### config.mk
export PLATFORM = sky130hd
export DESIGN_NAME = gap_sync_regen
export DESIGN_NICKNAME = d
export VERILOG_FILES = /design/src/rtl/gapsync_pkg.sv /design/src/rtl/gsr_gap_counter.sv /design/src/rtl/gsr_pulse_gen.sv /design/src/rtl/gsr_cfg_check.sv /design/src/rtl/gap_sync_regen.sv
export SDC_FILE = /design/constraint.sdc
export NUM_CORES = 1
export LEC_CHECK = 0
export BUFFER_PORTS_ARGS = -buffer_cell sky130_fd_sc_hd__buf_2
export CAP_MARGIN = 20
export CORE_ASPECT_RATIO = 0.7
export CORE_MARGIN = 2
export CORE_UTILIZATION = 55
export DETAILED_ROUTE_END_ITERATION = 10
export GPL_ROUTABILITY_DRIVEN = 1
export PLACE_DENSITY = 0.78
export SYNTH_ARGS = -nofsm -noshare
export SYNTH_HDL_FRONTEND = slang
export SYNTH_SLANG_ARGS = --single-unit
### constraint.sdc
create_clock -name clk -period 4.9 [get_ports clk]
set_input_delay 0.98 -clock clk [delete_from_list [all_inputs] [get_ports clk]]
set_output_delay 0.98 -clock clk [all_outputs]
set_load 0.01 [all_outputs]
### src/rtl/gapsync_pkg.sv
package gapsync_pkg;

  // Channel order: line sync uses the smaller threshold, frame sync the larger one.
  typedef enum int unsigned {
    CH_LINE  = 0,
    CH_FRAME = 1
  } sync_ch_e;

  localparam int unsigned NUM_CH = 2;

  // Legal setup: line threshold at least 2 and strictly below the frame threshold.
  function automatic logic thresholds_legal(input logic [31:0] line_thr,
                                            input logic [31:0] frame_thr);
    return (line_thr > 32'd1) && (line_thr < frame_thr);
  endfunction

endpackage

### src/rtl/gsr_gap_counter.sv
module gsr_gap_counter #(
  parameter int unsigned CNT_W = 12
) (
  input  logic             clk,
  input  logic             rst_n,
  input  logic             de_in,
  output logic [CNT_W-1:0] cnt_q,
  output logic [CNT_W-1:0] cnt_nxt
);

  localparam logic [CNT_W-1:0] CNT_MAX = {CNT_W{1'b1}};

  // Saturating increment: parks at all-ones.
  function automatic logic [CNT_W-1:0] sat_inc(input logic [CNT_W-1:0] v);
    return (v == CNT_MAX) ? CNT_MAX : v + 1'b1;
  endfunction

  always_comb begin
    if (de_in) cnt_nxt = '0;
    else       cnt_nxt = sat_inc(cnt_q);
  end

  always_ff @(posedge clk) begin
    if (!rst_n) cnt_q <= '0;
    else        cnt_q <= cnt_nxt;
  end

  // an active pixel empties the run count
  assert_clear_on_de_R3: assert property (@(posedge clk) disable iff (!rst_n)
    de_in |=> (cnt_q == '0));

  // a saturated count holds instead of wrapping
  assert_no_wrap_R6: assert property (@(posedge clk) disable iff (!rst_n)
    (!de_in && cnt_q == CNT_MAX) |=> (cnt_q == CNT_MAX));

  // a blank pixel below saturation advances the count by one
  assert_step_R6: assert property (@(posedge clk) disable iff (!rst_n)
    (!de_in && cnt_q != CNT_MAX) |=> (cnt_q == $past(cnt_q) + 1'b1));

endmodule

### src/rtl/gsr_pulse_gen.sv
module gsr_pulse_gen #(
  parameter int unsigned CNT_W = 12
) (
  input  logic             clk,
  input  logic             rst_n,
  input  logic             enable,
  input  logic             de_in,
  input  logic [CNT_W-1:0] cnt_q,
  input  logic [CNT_W-1:0] cnt_nxt,
  input  logic [CNT_W-1:0] thresh,
  output logic             pulse_o
);

  // Fires only on the edge where the count first lands on the threshold.
  function automatic logic first_hit(input logic [CNT_W-1:0] cur,
                                     input logic [CNT_W-1:0] nxt,
                                     input logic [CNT_W-1:0] thr);
    return (nxt == thr) && (cur != thr);
  endfunction

  logic hit_now;
  assign hit_now = enable && !de_in && first_hit(cnt_q, cnt_nxt, thresh);

  always_ff @(posedge clk) begin
    if (!rst_n) pulse_o <= 1'b0;
    else        pulse_o <= hit_now;
  end

  // a pulse lasts one clock
  assert_one_wide_R2: assert property (@(posedge clk) disable iff (!rst_n)
    pulse_o |=> !pulse_o);

  // a pulse only follows a blank pixel that brought the count to the threshold
  assert_on_threshold_R5: assert property (@(posedge clk) disable iff (!rst_n)
    $rose(pulse_o) |-> (cnt_q == thresh));

endmodule

### src/rtl/gsr_cfg_check.sv
module gsr_cfg_check #(
  parameter int unsigned CNT_W = 12
) (
  input  logic             clk,
  input  logic             rst_n,
  input  logic [CNT_W-1:0] hgap_len,
  input  logic [CNT_W-1:0] vgap_len,
  output logic             cfg_ok,
  output logic             cfg_err_q
);

  import gapsync_pkg::*;

  assign cfg_ok = thresholds_legal(32'(hgap_len), 32'(vgap_len));

  always_ff @(posedge clk) begin
    if (!rst_n) cfg_err_q <= 1'b0;
    else        cfg_err_q <= !cfg_ok;
  end

  // the flag tracks the previous cycle's setup
  assert_err_tracks_R7: assert property (@(posedge clk) disable iff (!rst_n)
    $rose(cfg_err_q) |-> ($past(hgap_len) <= 1 || $past(hgap_len) >= $past(vgap_len)));

endmodule

### src/rtl/gap_sync_regen.sv
module gap_sync_regen #(
  parameter int unsigned CNT_W = 12
) (
  input  logic             clk,
  input  logic             rst_n,
  input  logic             de_in,
  input  logic [CNT_W-1:0] hgap_len,
  input  logic [CNT_W-1:0] vgap_len,
  output logic             hsync_out,
  output logic             vsync_out,
  output logic             cfg_err
);

  import gapsync_pkg::*;

  logic [CNT_W-1:0] run_cnt;
  logic [CNT_W-1:0] run_cnt_nxt;
  logic             cfg_ok;
  logic [CNT_W-1:0] thr [NUM_CH];
  logic [NUM_CH-1:0] pulses;

  assign thr[CH_LINE]  = hgap_len;
  assign thr[CH_FRAME] = vgap_len;

  gsr_gap_counter #(.CNT_W(CNT_W)) u_counter (
    .clk     (clk),
    .rst_n   (rst_n),
    .de_in   (de_in),
    .cnt_q   (run_cnt),
    .cnt_nxt (run_cnt_nxt)
  );

  gsr_cfg_check #(.CNT_W(CNT_W)) u_cfg (
    .clk       (clk),
    .rst_n     (rst_n),
    .hgap_len  (hgap_len),
    .vgap_len  (vgap_len),
    .cfg_ok    (cfg_ok),
    .cfg_err_q (cfg_err)
  );

  for (genvar ch = 0; ch < NUM_CH; ch++) begin : g_chan
    gsr_pulse_gen #(.CNT_W(CNT_W)) u_pulse (
      .clk     (clk),
      .rst_n   (rst_n),
      .enable  (cfg_ok),
      .de_in   (de_in),
      .cnt_q   (run_cnt),
      .cnt_nxt (run_cnt_nxt),
      .thresh  (thr[ch]),
      .pulse_o (pulses[ch])
    );
  end

  assign hsync_out = pulses[CH_LINE];
  assign vsync_out = pulses[CH_FRAME];

  // pulses are withheld under an illegal setup
  assert_err_gates_R7: assert property (@(posedge clk) disable iff (!rst_n)
    cfg_err |-> (!hsync_out && !vsync_out));

  // the two syncs never coincide
  assert_exclusive_R8: assert property (@(posedge clk) disable iff (!rst_n)
    $onehot0({hsync_out, vsync_out}));

  // outputs leave reset low
  assert_reset_R1: assert property (@(posedge clk)
    !rst_n |=> (!hsync_out && !vsync_out && !cfg_err));

endmodule

==> metrics.csv <==
stage,metric,value,unit
status,outcome,finished clean,
global_route,met2_usage,43.23,%
sta,hold_ws,684.6,ps
yosys,ys_seq_elements,15,
yosys,synth_fp_nets,308,
detailed_routing,wl,6382,µm
worst_setup_path,crit_buf_inv,0,
layout,design_area,2208,µm²
clock_tree,cts_root_buffer,clkbuf_8,
clock_tree,holdBufCountCts,0,
sta,max_freq,349.7,MHz
sta,relSlewSlack,59.18,%
worst_setup_path,crit_family,simple AND/OR/NAND/NOR gates,
worst_setup_path,critPathMaxFanout,14,
yosys,synth_top_family_by_area,simple AND/OR/NAND/NOR gates,
global_route,grt_pass1_vias,1964,
floorplanning,io_pins,30,
clock_tree,path_clk_slew,70,ps
detailed_routing,vias_per_cell,6.730,
worst_setup_path,cpPeakStageDelay,640,ps
sta,grt_setup_unrepaired,no,
yosys,avgSynthCellArea,7.675,µm²
layout,diodes,0,
min_path,hold_class,register to register,
worst_setup_path,cp.depth,7,
power,p_leak,0.8047,nW
worst_setup_path,cp_cell_sequence,ha_1 -> and4_1 -> nand3_2 -> a31oi_1 -> a2bb2oi_1 -> o2111ai_1 -> nor4_1,
layout,drive_gt1_share,16.96,%
placement,place_area,2163,µm²
floorplanning,coreArea,3558,µm²
yosys,synth_area,2064,µm²
yosys,yosysSeqAreaShare,14.55,%
placement,post-dp-hpwl,4981,µm
global_route,grt_pass1_wl,10170,µm
floorplanning,start_util,58.02,%
sta,hold_viol_final,0,
clock_tree,post-cts-setup-buffer-count,0,
detailed_routing,ant_nets,0,
yosys,synth_warnings,0,
worst_setup_path,critPathCaptureType,register,
detailed_routing,drt_first_pass_iters,5,
sta,min_period,2860,ps
placement,io_buffers,29,
clock_tree,cts_tree,built,
yosys,synthAdderAreaFrac,7.273,%
floorplanning,rows,18,
global_route,grt_max_degree,30,
floorplanning,die_y,55.26,µm
sta,tightest_slew,611.5,ps
placement,place.gp.congestion,1.007,
global_route,use_met1,48.04,%
power,peakVddDrop,0.08764,mV
layout,syn_to_final_growth,6.970,%
sta,fin_skew,6.528,ps
clock_tree,cts_sinks,15,
yosys,synth_ff_type,dfxtp_1,
detailed_routing,drc_errors,0,
sta,fin_crit_sh,58.36,%
yosys,synth_compound_area_share,22.18,%
floorplanning,die_area,4267,µm²
worst_setup_path,cp_data_required_time,5070,ps
yosys,async_reset_ff_share,0,%
worst_setup_path,reg2reg_depth,7,
yosys,synth_edf_count,0,
yosys,syn_inst,269,
yosys,yosysUniqueCellTypes,60,
floorplanning,die_w,77.23,µm
worst_setup_path,critPathKind,register to register,
sta,setup_viol_count_final,0,
detailed_routing,wl_per_cell,19.17,µm
clock_tree,cts_resized,0,
layout,nets,323,
layout,final_cell_mix,"29 x xnor2_1, 29 x buf_2, 18 x nor2_1",
worst_setup_path,start_kind,register,
global_route,grt_busiest_layer,met1,
clock_tree,h-tree-depth,1,
power,pwr_density_cell,148.2,nW/µm²
yosys,synth_simple_gate_area_share,30.18,%
clock_tree,clk_latency,250,ps
min_path,holdPathStages,1,
global_route,grt-ovfl-total,0,
worst_setup_path,slowest_stage,dfxtp_1,
yosys,muxShareOfSynthArea,4.909,%
sta,drv_slew,0,
global_route,antenna_found_initial,0,
sta,tns,0,ps
detailed_routing,vias,2241,
clock_tree,cts_buffers,3,
worst_setup_path,worstPathArrival,3030,ps
detailed_routing,drt_iter0_markers,339,
clock_tree,cts_max_path_buffers,2,
global_route,grt.total_usage,30.29,%
yosys,synth-xor-area-share,12.73,%
layout,utilization,62.06,%
flow_run,max_cap_viol_count,0,
global_route,met3_usage,3.758,%
## flip-flops by register name (all words and copies together), names as in the netlist
| name | count |
|---|---|
| g_chan.u_pulse.pulse_o | 2 |
| u_counter.cnt_q | 12 |
| u_cfg.cfg_err_q | 1 |
## cells by family after synthesis
| family | Yosys count |
|---|---|
| compound gates | 67 |
| xor+xnor | 30 |
| fa+ha+maj | 12 |
| buf+inv | 35 |
| flops | 15 |
| mux | 8 |
| simple gates | 102 |
## per-stage QoR
step                setup WS [ps]  cells  total power, mW
detailed placement           1975    329           0.2224
finish                       2040    333           0.3272
CTS                          2108    333           0.3261
floorplan                    2318    269           0.1826
global route                 1869    333           0.3422
global placement             1969    329           0.2209
## power by group
group,total (mW),internal [mW],leakage [nW],switching [mW]
sequential,0.126,0.123,0.121,0.00294
combinational,0.0952,0.0389,0.661,0.0563
clock,0.106,0.0577,0.0228,0.0480
## Yosys cell counts, drive strengths merged, types with 2 or more instances
cell type | n | area, µm²
buf | 15 | 92.59
a21oi | 17 | 88.84
nor4 | 7 | 56.30
and2 | 2 | 12.51
inv | 16 | 60.06
mux2i | 3 | 30.03
o32a | 2 | 20.02
o21ai | 14 | 70.07
clkbuf | 4 | 16.26
and4 | 3 | 26.28
xnor2 | 29 | 254.0
nor4b | 4 | 56.30
mux2 | 4 | 48.79
and3 | 6 | 42.54
o2111ai | 3 | 26.28
nand2 | 12 | 45.04
a31oi | 5 | 31.28
a21o | 2 | 15.01
o41ai | 2 | 17.52
nand2b | 3 | 18.77
o211ai | 2 | 15.01
nor3 | 11 | 55.05
or3 | 3 | 18.77
a211o | 2 | 17.52
or4 | 3 | 22.52
nand4 | 13 | 96.34
a211oi | 3 | 27.52
ha | 12 | 150.1
a22oi | 2 | 15.01
nand3 | 11 | 65.06
nor2b | 3 | 18.77
o21a | 2 | 15.01
dfxtp | 15 | 300.3
o221ai | 2 | 17.52
nor2 | 18 | 67.56
## routing by layer
metal | vias up | wire (µm)
li1 | 1045 | -
met1 | 1033 | 2877
met2 | 155 | 2667
met3 | 8 | 767
met4 | 0 | 69
met5 | - | 0
## layout make-up
class	instances	area, µm²
fillers	332	1350
clock buffers	4	45.04
repair buffers	29	145.1
flip-flops and latches	15	300.3
well taps	50	62.56
inverters	16	60.06
multi-input cells	219	1595
## path summary, 6_finish.rpt
kind | start | to | slack, ps
max | u_counter.cnt_q[0] | g_chan[1].u_pulse.pulse_o | 2040
min reg2reg | u_counter.cnt_q[0] | u_counter.cnt_q[0] | 680
max reg2reg | u_counter.cnt_q[0] | g_chan[1].u_pulse.pulse_o | 2040
min | u_counter.cnt_q[0] | u_counter.cnt_q[0] | 680
Note: power is estimated with default switching activity, not from simulation.
